`src/rtl/irq_status_pkg.sv`:
```
package irq_status_pkg;
  localparam int unsigned WORD_W    = 32;
  localparam int unsigned EVT_W     = 23;
  localparam int unsigned BERR_BIT  = 13;
  localparam int unsigned ETYPE_LSB = 23;
  localparam int unsigned ETYPE_W   = 3;
  localparam int unsigned ZERO_W    = WORD_W - ETYPE_LSB - ETYPE_W;
  // positions allowed to raise the interrupt: 0..8, 10, 11, 13
  localparam logic [WORD_W-1:0] IRQ_CAP = 32'h0000_2DFF;

  typedef enum logic [ETYPE_W-1:0] {
    ET_PARITY  = 3'b000,
    ET_MABORT  = 3'b001,
    ET_TABORT  = 3'b010
  } err_kind_e;
endpackage

```
`src/rtl/irq_stat_bits.sv`:
```
module irq_stat_bits #(
  parameter int unsigned N = 23
) (
  input  logic         clk,
  input  logic         rst_n,
  input  logic [N-1:0] set_i,
  input  logic [N-1:0] clr_i,
  output logic [N-1:0] q_o
);
  logic [N-1:0] q_q;
  logic [N-1:0] q_d;
  logic [N-1:0] q_en;

  // a set pulse has priority over a simultaneous clear
  always_comb begin
    q_en = set_i | clr_i;
    q_d  = set_i | (q_q & ~clr_i);
  end

  always_ff @(posedge clk or negedge rst_n) begin
    if (!rst_n) begin
      q_q <= '0;
    end else begin
      for (int i = 0; i < N; i++) begin
        if (q_en[i]) q_q[i] <= q_d[i];
      end
    end
  end

  assign q_o = q_q;

  generate
    for (genvar g = 0; g < N; g++) begin : g_chk

      set_wins_chk: assert property (@(posedge clk) disable iff (!rst_n)
        set_i[g] |=> q_q[g]);

      w1c_clear_chk: assert property (@(posedge clk) disable iff (!rst_n)
        (clr_i[g] && !set_i[g]) |=> !q_q[g]);

      idle_hold_chk: assert property (@(posedge clk) disable iff (!rst_n)
        (!clr_i[g] && !set_i[g]) |=> (q_q[g] == $past(q_q[g])));
    end
  endgenerate
endmodule

```
`src/rtl/irq_berr_capture.sv`:
```
module irq_berr_capture
  import irq_status_pkg::*;
(
  input  logic               clk,
  input  logic               rst_n,
  input  logic               berr_valid_i,
  input  logic [ETYPE_W-1:0] berr_type_i,
  input  logic               par_en_i,
  input  logic               clr_i,
  output logic               accept_o,
  output logic [ETYPE_W-1:0] type_o
);
  logic [ETYPE_W-1:0] type_q;
  logic [ETYPE_W-1:0] type_d;
  logic               type_en;
  logic               accept;

  always_comb begin
    accept  = berr_valid_i &&
              ((berr_type_i != ET_PARITY) || par_en_i);
    type_en = accept || clr_i;
    type_d  = accept ? berr_type_i : '0;
  end

  always_ff @(posedge clk or negedge rst_n) begin
    if (!rst_n) begin
      type_q <= '0;
    end else if (type_en) begin
      type_q <= type_d;
    end
  end

  assign accept_o = accept;
  assign type_o   = type_q;


  parity_gate_chk: assert property (@(posedge clk) disable iff (!rst_n)
    (berr_valid_i && !par_en_i && (berr_type_i == ET_PARITY)) |-> !accept_o);

  type_load_chk: assert property (@(posedge clk) disable iff (!rst_n)
    accept_o |=> (type_q == $past(berr_type_i)));

  type_clear_chk: assert property (@(posedge clk) disable iff (!rst_n)
    (clr_i && !accept_o) |=> (type_q == '0));
endmodule

```
`src/rtl/irq_mask_reg.sv`:
```
module irq_mask_reg #(
  parameter int unsigned W = 32,
  parameter logic [W-1:0] CAP = '1
) (
  input  logic         clk,
  input  logic         rst_n,
  input  logic         we_i,
  input  logic [W-1:0] wdata_i,
  output logic [W-1:0] mask_o
);
  logic [W-1:0] mask_q;
  logic [W-1:0] mask_d;

  always_comb mask_d = wdata_i & CAP;

  always_ff @(posedge clk or negedge rst_n) begin
    if (!rst_n) begin
      mask_q <= '0;
    end else if (we_i) begin
      mask_q <= mask_d;
    end
  end

  assign mask_o = mask_q;


  mask_hold_chk: assert property (@(posedge clk) disable iff (!rst_n)
    !we_i |=> $stable(mask_q));
endmodule

```
`src/rtl/irq_status_unit.sv`:
```
module irq_status_unit
  import irq_status_pkg::*;
#(
  parameter int unsigned SYNC_STAGES = 2
) (
  input  logic               clk,
  input  logic               rst_n,
  input  logic               reg_sel,
  input  logic               reg_wr,
  input  logic [WORD_W-1:0]  reg_wdata,
  output logic [WORD_W-1:0]  reg_rdata,
  input  logic [EVT_W-1:0]   evt_set,
  input  logic               berr_valid,
  input  logic [ETYPE_W-1:0] berr_type,
  input  logic               par_resp_en,
  output logic               irq
);
  // reset: asserted at once, released after SYNC_STAGES edges
  logic [SYNC_STAGES-1:0] rst_pipe_q;
  logic                   rst_int_n;

  always_ff @(posedge clk or negedge rst_n) begin
    if (!rst_n) rst_pipe_q <= '0;
    else        rst_pipe_q <= {rst_pipe_q[SYNC_STAGES-2:0], 1'b1};
  end
  assign rst_int_n = rst_pipe_q[SYNC_STAGES-1];

  logic               stat_wr;
  logic               mask_wr;
  logic [EVT_W-1:0]   stat_clr;
  logic [EVT_W-1:0]   stat_set;
  logic [EVT_W-1:0]   stat_q;
  logic               berr_accept;
  logic [ETYPE_W-1:0] etype_q;
  logic [WORD_W-1:0]  mask_q;
  logic [WORD_W-1:0]  stat_word;

  always_comb begin
    stat_wr  = reg_wr && !reg_sel;
    mask_wr  = reg_wr && reg_sel;
    stat_clr = stat_wr ? reg_wdata[EVT_W-1:0] : '0;
    stat_set = evt_set;
    stat_set[BERR_BIT] = berr_accept;
  end

  irq_stat_bits #(.N(EVT_W)) u_bits (
    .clk   (clk),
    .rst_n (rst_int_n),
    .set_i (stat_set),
    .clr_i (stat_clr),
    .q_o   (stat_q)
  );

  irq_berr_capture u_berr (
    .clk          (clk),
    .rst_n        (rst_int_n),
    .berr_valid_i (berr_valid),
    .berr_type_i  (berr_type),
    .par_en_i     (par_resp_en),
    .clr_i        (stat_clr[BERR_BIT]),
    .accept_o     (berr_accept),
    .type_o       (etype_q)
  );

  irq_mask_reg #(.W(WORD_W), .CAP(IRQ_CAP)) u_mask (
    .clk     (clk),
    .rst_n   (rst_int_n),
    .we_i    (mask_wr),
    .wdata_i (reg_wdata),
    .mask_o  (mask_q)
  );

  always_comb begin
    stat_word = {{ZERO_W{1'b0}}, etype_q, stat_q};
    reg_rdata = reg_sel ? mask_q : stat_word;
    irq       = |(stat_word & mask_q & IRQ_CAP);
  end


  type_needs_bit13_chk: assert property (@(posedge clk) disable iff (!rst_int_n)
    (etype_q != '0) |-> stat_q[BERR_BIT]);

  bit13_source_chk: assert property (@(posedge clk) disable iff (!rst_int_n)
    (!berr_accept && !stat_q[BERR_BIT]) |=> !stat_q[BERR_BIT]);
endmodule

```
`config.mk`:
```
export PLATFORM = sky130hd
export DESIGN_NAME = irq_status_unit
export DESIGN_NICKNAME = d
export VERILOG_FILES = /design/src/rtl/irq_status_pkg.sv /design/src/rtl/irq_stat_bits.sv /design/src/rtl/irq_berr_capture.sv /design/src/rtl/irq_mask_reg.sv /design/src/rtl/irq_status_unit.sv
export SDC_FILE = /design/constraint.sdc
export NUM_CORES = 1
export LEC_CHECK = 0
export ABC_CLOCK_PERIOD_IN_PS = 1750
export CAP_MARGIN = 10
export CORE_AREA = 2 2 73 75
export DETAILED_ROUTE_END_ITERATION = 12
export DIE_AREA = 0 0 75 77
export PLACE_DENSITY_LB_ADDON = 0.05
export SLEW_MARGIN = 10
export SYNTH_ARGS = -nofsm -noshare
export SYNTH_HDL_FRONTEND = slang
export SYNTH_SLANG_ARGS = --single-unit
```
`constraint.sdc`:
```
create_clock -name clk -period 1.75 [get_ports clk]
set_input_delay 0.35 -clock clk [delete_from_list [all_inputs] [get_ports clk]]
set_output_delay 0.35 -clock clk [all_outputs]
set_load 0.02 [all_outputs]
```
### Yosys cells after proc, flatten, opt, wreduce, memory -nomap -nowiden

Cells that the tools add are included.

* muxes and demuxes: 3
* bitwise operators: 5
* reduce and logical (&&, ||, !) cells: 8

Operators by type and width (count)
* 23-bit OR: 2
* 26-bit 2-to-1 mux: 1
* 23-bit AND: 1
* 23-bit 2-to-1 mux: 1
* 23-bit NOT: 1
* 14-bit AND: 1
* 12-bit OR reduction: 1
* 1-bit logical AND: 3
* 3-bit 2-to-1 mux: 1
* 3-bit nonzero test: 1
* 1-bit logical OR: 2
* 1-bit zero test: 1

* register bits: 40
* bits of input ports: 64
* output and inout port bits: 33
* word-level logic and storage cells: 42

### Depth between registers and ports, before layout

Gate-level depths: netlist (run 1).

* depth in word-level cells: 6
* gate-level depth with buffers: 6
* gate-level depth less buffers: 3

### By module

Synthesis (run 1) repeated with hierarchy kept, for this count alone.

* cell total of the unflattened synthesis: 199
* area total of the unflattened synthesis: 2387.3 um2

By module, submodules not included
* irq_stat_bits: instances 1, cells each 69, area an instance 834.6 um2, seq. area each 575.6 um2
* irq_status_unit: instances 1, cells each 73, area an instance 769.5 um2, seq. area each 50.0 um2
* irq_mask_reg: instances 1, cells each 46, area an instance 638.1 um2, seq. area each 300.3 um2
* irq_berr_capture: instances 1, cells each 11, area an instance 145.1 um2, seq. area each 75.1 um2

### Worst setup path after synthesis (run 1)

OpenSTA, ideal clock, no wires.

* path kind: input port to output port
* from: input port reg_sel
* to: output port reg_rdata[10]
* data arrival time: 1.064 ns
* required time: 1.400 ns
* setup slack: 0.336 ns
* stages: 3
* path buffers: 2
* cell sequence: buf_6 buf_2 mux2_2

* cells in the longest elaborated chain, start to end: 1

Ends and longest elaborated chain
* start, declared: RTL line irq_status_unit.sv:8 `input logic reg_sel,`
* 26-bit 2-to-1 mux: RTL line irq_status_unit.sv:75 `reg_rdata = reg_sel ? mask_q : stat_word;`
* end, declared: RTL line irq_status_unit.sv:11 `output logic [WORD_W-1:0] reg_rdata,`

Every way passes these cells.

### Worst setup path in the final report (run 1)

* from: register u_mask.mask_q[8], in the netlist u_mask.mask_o[8]
* to: output port irq

* cells in the longest elaborated chain, start to end: 2

Ends and longest elaborated chain
* start, declared: RTL line irq_mask_reg.sv:11 `logic [W-1:0] mask_q;`
* start signal, assigned: RTL line irq_mask_reg.sv:20 `mask_q <= mask_d;`
* 14-bit AND: RTL line irq_status_unit.sv:76 `irq = |(stat_word & mask_q & IRQ_CAP);`
* 12-bit OR reduction: RTL line irq_status_unit.sv:76
* end, declared: RTL line irq_status_unit.sv:16 `output logic irq`

Every way passes these cells.

==> metrics.md, run 1 <==
| Metric | Value |
|---|---|
| Status | finished with violations |
| Violated checks | setup timing |
| Post-synth top cells | dfrtp_1, mux2_2, a21o_1, nand2_1, nor2b_1 |
| Num CTS Buffers | 5 |
| CP Capture Type | primary output |
| Fin crit share | 100% |
| Placed Area | 2900 sq um |
| CTS HTree Levels | 2 |
| Crit path cell chain | a22o_1, a221oi_2, nand3_1, buf_6 |
| Mapped cell area | 1860 sq um |
| Depth of the worst register-to-register path | 2 |
| Combinational share of power | 24.7% |
| Share of layout cells above drive strength 1 | 35.2% |
| Setup WS post-layout | -0.00589 ns |
| Clock tree buffer depth | 2 |
| Total global-route track usage | 18.3% |
| Global placement routability congestion | 0.828 |
| CTS tree | yes |
| Routed Antenna Nets | 0 |
| Root Buffer | clkbuf_8 |
| Largest cells by area after synthesis | dfrtp_1, mux2_2, a21o_1, nor2b_1, nand2_1 |
| Final count of hold timing violations | 0 |
| RSZ-0062 raised after global routing | true |
| Leakage | 1.26 nW |
| Gr ovfl total | 0 |
| Max-slew violation count | 0 |
| Largest net degree at the start of global routing | 39 |
| P&R area growth vs syn | 61.3% |
| PortBufs | 80 |
| Iter 0 DRT Violations | 40 |
| Detailed Route WL | 4940 microns |
| Vias per inst | 4.55 |
| DIE HEIGHT | 77 microns |
| Starting density of the core | 37.3% |
| CTS clk-pin slew, worst paths | 0.08 ns |
| Critical Path Stages | 4 |
| Die Width | 75 microns |
| Pwr dens | 826 nW/um^2 |
| Kind of start point of the critical path | flop |
| Post-Syn Instances | 153 |
| Dominant synthesized flop cell | dfrtp_1 |
| First-pass GRT wire length | 7860 microns |
| Worst Path Class, Setup | flop to primary output |
| Library cells used by synthesis | 18 |
| Reg2reg end | u_mask.mask_o[10] |
| Core area | 4980 sq um |
| Seq pwr share | 42.5% |
| Sw Ratio | 24.9% |
| Antenna fix cells | 0 |
| Yosys top cell area share | 53.9% |
| Vias in the first global route | 1700 |
| Final worst path period need | 1.76 ns |
| Clk_lat worst skew | 0.29 ns |
| Initial antenna violation count | 0 |
| Worst-path maximum fanout | 2 |
| Drt first pass iters | 4 |
| Reg-to-Reg Start | u_mask.mask_o[10] |
| Switching power | 616 uW |
| Max stage delay on crit path | 0.39 ns |
| Post-synth EDFFs | 0 |
| Max cap viols | 0 |
| Clock skew | 0.00689 ns |
| Reg2reg setup slack | 0.85 ns |
| Clock sink count | 40 |
| Worst-path cell with the longest stage delay | dfrtp_1 |
| Count leader, synth | dfrtp_1 |
| Routed len/inst | 14.8 microns |
| Crit path DAT | 1.41 ns |
| Required time worst endpoint | 1.40 ns |
| CP Buf/Inv Count | 1 |
| Final layout net count | 327 |
| Maximum VDD drop | 0.487 mV |
| Final core occ | 60.2% |
| Final instance area | 3000 sq um |
| DRC violations left | 0 |
| Synth area leader | dfrtp_1 |
| DIE AREA | 5780 sq um |
| P_int | 1.86 mW |
| Hold Crit Class | input port to async pin |
| Clock share of power | 32.8% |
| Register area share after synthesis | 53.9% |
| CP top delay family | compound AO/OA/AOI/OAI gates |
| Max Freq | 570 MHz |
| Via count | 1520 |
| Hpwl dp | 3760 microns |
| Ys async rst share | 100% |
| Cell Rows | 26 |
| Synth warn | 0 |
| Cts hold-fix bufs | 0 |
| FF+latch count, synth | 40 |
| Ports | 97 |
| Final Setup Violations | 1 |
| Avg Synthesized Cell Area | 12.1 sq um |
## layout make-up
cell class	count	area, sq um
well taps	70	87.6
multi-input cells	105	785
flip-flops and latches	40	1000
fillers	448	1980
repair buffers	111	998
clock buffers	7	96.3
clock inverters	1	30.0
## power by group through the flow
stage	Combinational [mW]	Clock (mW)	Sequential [mW]
after global placement	0.628	0	1.06
after detailed placement	0.647	0	1.06
after CTS	0.631	0.840	1.05
after global routing	0.657	0.890	1.06
final	0.612	0.813	1.05
after floorplan	0.286	0	1.07
## cell families (layout without fill, tap and decap cells)
family,after synthesis,after routing,synth area share [%]
and+or+nand+nor,40,40,10.4
DFF,40,40,53.9
AOI/OAI and AO/OA,34,34,14.8
other,2,7,0.404
buffers and inverters,13,119,5.93
muxes,24,24,14.5
## cells in the final DEF (no fill, tap or decap)
cell | Yosys | final
buf_12 | 0 | 3
dfrtp_1 | 40 | 40
nor2b_1 | 14 | 14
clkdlybuf4s15_2 | 0 | 1
nand3_1 | 1 | 1
clkbuf_2 | 0 | 5
clkdlybuf4s15_1 | 0 | 3
o41a_1 | 1 | 1
nand2_2 | 1 | 1
bufinv_16 | 0 | 1
a21oi_2 | 1 | 1
nor2b_2 | 1 | 1
clkdlybuf4s50_1 | 0 | 52
clkbuf_8 | 0 | 7
buf_2 | 1 | 14
a221oi_2 | 0 | 3
conb_1 | 2 | 7
dlygate4sd2_1 | 0 | 4
bufbuf_16 | 0 | 1
a22o_2 | 3 | 3
mux2_2 | 24 | 24
buf_6 | 5 | 1
a22o_1 | 3 | 3
a21o_1 | 23 | 23
nand2_1 | 23 | 23
buf_4 | 6 | 27
## state kept, by name (all words and copies together) (netlist names)
signal and flops:
u_berr.type_o 3, u_mask.mask_o 12, rst_pipe_q 2, u_bits.q_o 23
## timing repair
item,CTS,global route
gates resized for setup,79,14
endpoints found under the setup margin,27,14
pin swaps,1,0
cloned,1,0
hold endpoints to repair,0,0
setup buffers,2,0
## metal layers
layer	track usage (%)	wire length (microns)	up-vias
li1	-	-	737
met1	18.8	1820	710
met2	34.0	2680	61
met3	4.86	315	12
met5	0	0	-
met4	6.61	117	0
## per-stage QoR
step	setup WS [ns]	total power, mW	instances	hold slack [ns]	TNS, ns
floorplan	0.336	1.35	158	0.0544	0
global placement	-0.509	1.69	323	0.303	-14.12
detailed placement	-0.545	1.71	323	0.313	-15.76
CTS	-0.00863	2.52	334	0.209	-0.00863
global route	-0.0823	2.61	334	0.206	-0.0823
finish	-0.00589	2.48	334	0.221	-0.00589
## worst max-delay path by stage
stage,start,slack [ns],to
after global placement,reg_sel,-0.51,reg_rdata[6]
after global routing,u_mask.mask_o[8],-0.08,irq
after floorplan,reg_sel,0.34,reg_rdata[10]
final,u_mask.mask_o[8],-0.006,irq
after detailed placement,reg_sel,-0.55,reg_rdata[10]
after CTS,u_mask.mask_o[8],-0.009,irq
Power figures use the tool's default switching activity.
==> run 2, diff against run 1 <==
- ABC_CLOCK_PERIOD_IN_PS: 1750 -> 1650
- clock period: 1.75 -> 1.65 ns (I/O delays scaled with it)
==> run 2 against run 1 <==
The flow still finishes with violations (setup timing). Sequential power increased by 6%. Global-route usage decreased by 1.5 points. Clock skew increased by 0.0011 ns. Die area unchanged. Routed wire length decreased by 4.8%. Sequential share of layout area increased by 0.47 points. Hold slack got worse by 0.019 ns. Clock-buffer cell count increased by 1. Critical path type unchanged. Critical endpoint unchanged. Largest power group unchanged. Highest routed layer unchanged.
==> metrics.md, run 2 (same netlist as run 1, synthesis figures left out) <==
| Metric | Value |
|---|---|
| DIE AREA | 5780 sq um (unchanged) |
| Die Width | 75 microns (unchanged) |
| Power Total | 2.42 mW (was 2.48 mW) |
| Reg2reg setup slack | 0.66 ns (was 0.85 ns) |
| CTS HTree Levels | 2 (unchanged) |
| DRC violations left | 0 (unchanged) |
| Required time worst endpoint | 1.32 ns (was 1.40 ns) |
| RSZ-0062 raised after global routing | true (unchanged) |
| Num CTS Buffers | 5 (unchanged) |
| CTS tree | yes (unchanged) |
| Iter 0 DRT Violations | 45 (was 40) |
| Cts hold-fix bufs | 0 (unchanged) |
| Final worst path period need | 1.75 ns |
| Switching power | 641 uW (was 616 uW) |
| Worst Path Class, Setup | flop to primary output (unchanged) |
| Routed len/inst | 13.9 microns (was 14.8 microns) |
| P_int | 1.78 mW (was 1.86 mW) |
| Gr ovfl total | 0 (unchanged) |
| Largest register FFs | 23 (unchanged) |
| Clock tree buffer depth | 2 (unchanged) |
| Crit path cell chain | a22o_1, a221oi_2, nand3_1, buf_6 (unchanged) |
| Vias per inst | 4.53 (was 4.55) |
| Total global-route track usage | 16.8% (was 18.3%) |
| Final count of hold timing violations | 0 (unchanged) |
| Place WS | -0.606 ns (was -0.545 ns) |
| Worst-path maximum fanout | 2 (unchanged) |
| CP Capture Type | primary output (unchanged) |
| Final core occ | 59.4% (was 60.2%) |
| PortBufs | 80 (unchanged) |
| Routed Antenna Nets | 0 (unchanged) |
| Initial antenna violation count | 0 (unchanged) |
| Clock skew | 0.00801 ns (was 0.00689 ns) |
| Final instance area | 2960 sq um (was 3000 sq um) |
| Hpwl dp | 3540 microns (was 3760 microns) |
| CP top delay family | compound AO/OA/AOI/OAI gates (unchanged) |
| Detailed Route WL | 4700 microns (was 4940 microns) |
| Final layout net count | 331 (was 327) |
| Cell Rows | 26 (unchanged) |
| Max Freq | 570 MHz |
| First-pass GRT wire length | 7360 microns (was 7860 microns) |
| Final Setup Violations | 1 (unchanged) |
| Vias in the first global route | 1565 (was 1700) |
| Seq pwr share | 45.7% (was 42.5%) |
| Sw Ratio | 26.4% (was 24.9%) |
| DIE HEIGHT | 77 microns (unchanged) |
| Max-slew violation count | 0 (unchanged) |
| Reg-to-Reg Start | u_mask.mask_o[8] (was u_mask.mask_o[10]) |
| Starting density of the core | 37.3% (unchanged) |
| Commonest non-fill, non-tap cells in the layout | clkdlybuf4s50_1, dfrtp_1, buf_4 (unchanged) |
| Ports | 97 (unchanged) |
| Core area | 4980 sq um (unchanged) |
| Via count | 1532 (was 1520) |
| Root Buffer | clkbuf_8 (unchanged) |
| Max cap viols | 0 (unchanged) |
| Leakage | 1.24 nW (was 1.26 nW) |
| Clk_lat worst skew | 0.29 ns (about the same) |
| Worst-path cell with the longest stage delay | dfrtp_1 (unchanged) |
| Antenna fix cells | 0 (unchanged) |
| Cells after DPL | 327 (was 323) |
| Commonest non-fill, non-tap cell in the layout | clkdlybuf4s50_1 (unchanged) |
| Clock share of power | 27.3% (was 32.8%) |
| Share of layout cells above drive strength 1 | 36.2% (was 35.2%) |
| Global placement routability congestion | 0.821 (was 0.828) |
| Fin crit share | 106% |
| Largest net degree at the start of global routing | 39 (unchanged) |
| WHS | 0.202 ns (was 0.221 ns) |
| Crit path DAT | 1.42 ns (was 1.41 ns) |
| Pwr dens | 820 nW/um^2 (was 826 nW/um^2) |
| Setup WS post-layout | -0.104 ns (was -0.00589 ns) |
| Combinational share of power | 27.0% (was 24.7%) |
| Drt first pass iters | 4 (unchanged) |
| Max stage delay on crit path | 0.38 ns (was 0.39 ns) |
| Depth of the worst register-to-register path | 3 (was 2) |
| P&R area growth vs syn | 59.1% (was 61.3%) |
| Placed Area | 2920 sq um (was 2900 sq um) |
| Status | finished with violations (unchanged) |
| Clock sink count | 40 (unchanged) |
| CP Buf/Inv Count | 1 (unchanged) |
| Finished Layout Cells | 338 (was 334) |
| Hold Crit Class | input port to async pin (unchanged) |
| Reg2reg end | u_mask.mask_o[8] (was u_mask.mask_o[10]) |
| Violated checks | setup timing (unchanged) |
| Kind of start point of the critical path | flop (unchanged) |
| Maximum VDD drop | 0.490 mV (was 0.487 mV) |
| Sum Neg Setup Slack | -0.104 ns (was -0.00589 ns) |
| CTS clk-pin slew, worst paths | 0.07 ns (was 0.08 ns) |
## run 2: cell types whose count changed in the layout (fill, tap and decap cells not counted)
cell,delta
buf_12,-1
clkbuf_2,-4
bufinv_16,-1
buf_4,+6
clkbuf_8,-1
a221oi_1,+1
clkdlybuf4s15_1,-2
bufbuf_16,-1
dlygate4sd2_1,-1
clkbuf_1,+2
buf_16,+1
a221oi_2,-1
buf_2,+6
## run 2: how the worst max path moves through the flow
| stage | startpoint | endpoint | slack, ns | cells after the start |
|---|---|---|---|---|
| CTS | u_mask.mask_o[11] | irq | -0.10 | 4 |
| global route | u_mask.mask_o[8] | irq | -0.17 | 4 |
| detailed placement | reg_sel | reg_rdata[10] | -0.61 | 4 |
| floorplan | reg_sel | reg_rdata[10] | 0.28 | 3 |
| finish | u_mask.mask_o[8] | irq | -0.10 | 4 |
| global placement | reg_sel | reg_rdata[6] | -0.57 | 4 |
## run 2: timing repair
item                                    in CTS  in global routing
pin swaps                                    1                  1
buffers inserted                             1                  1
endpoints found under the setup margin      27                 10
gates cloned                                 1                  0
gates resized for setup                    100                  5
## run 2: power by group through the flow
stage                     registers, mW  logic [mW]  clock network (mW)
after CTS                          1.11       0.665               0.685
after floorplan                    1.13       0.303                   0
after global placement             1.12       0.679                   0
after global routing               1.12       0.704               0.731
after detailed placement           1.13       0.695                   0
final                              1.11       0.654               0.662
## run 2: layout make-up
cell class | count | area [sq um]
repair buffers | 115 | 1000
flip-flops and latches | 40 | 1000
clock buffers | 8 | 90.1
fillers | 429 | 2020
well taps | 70 | 87.6
multi-input cells | 105 | 778
## run 2: metal layers
layer | up-vias | global-route usage (%) | routed length [microns]
met2 | 57 | 28.9 | 2440
met1 | 725 | 19.6 | 1880
met3 | 7 | 4.86 | 307
met5 | - | 0 | 0
met4 | 0 | 5.18 | 74
li1 | 743 | - | -
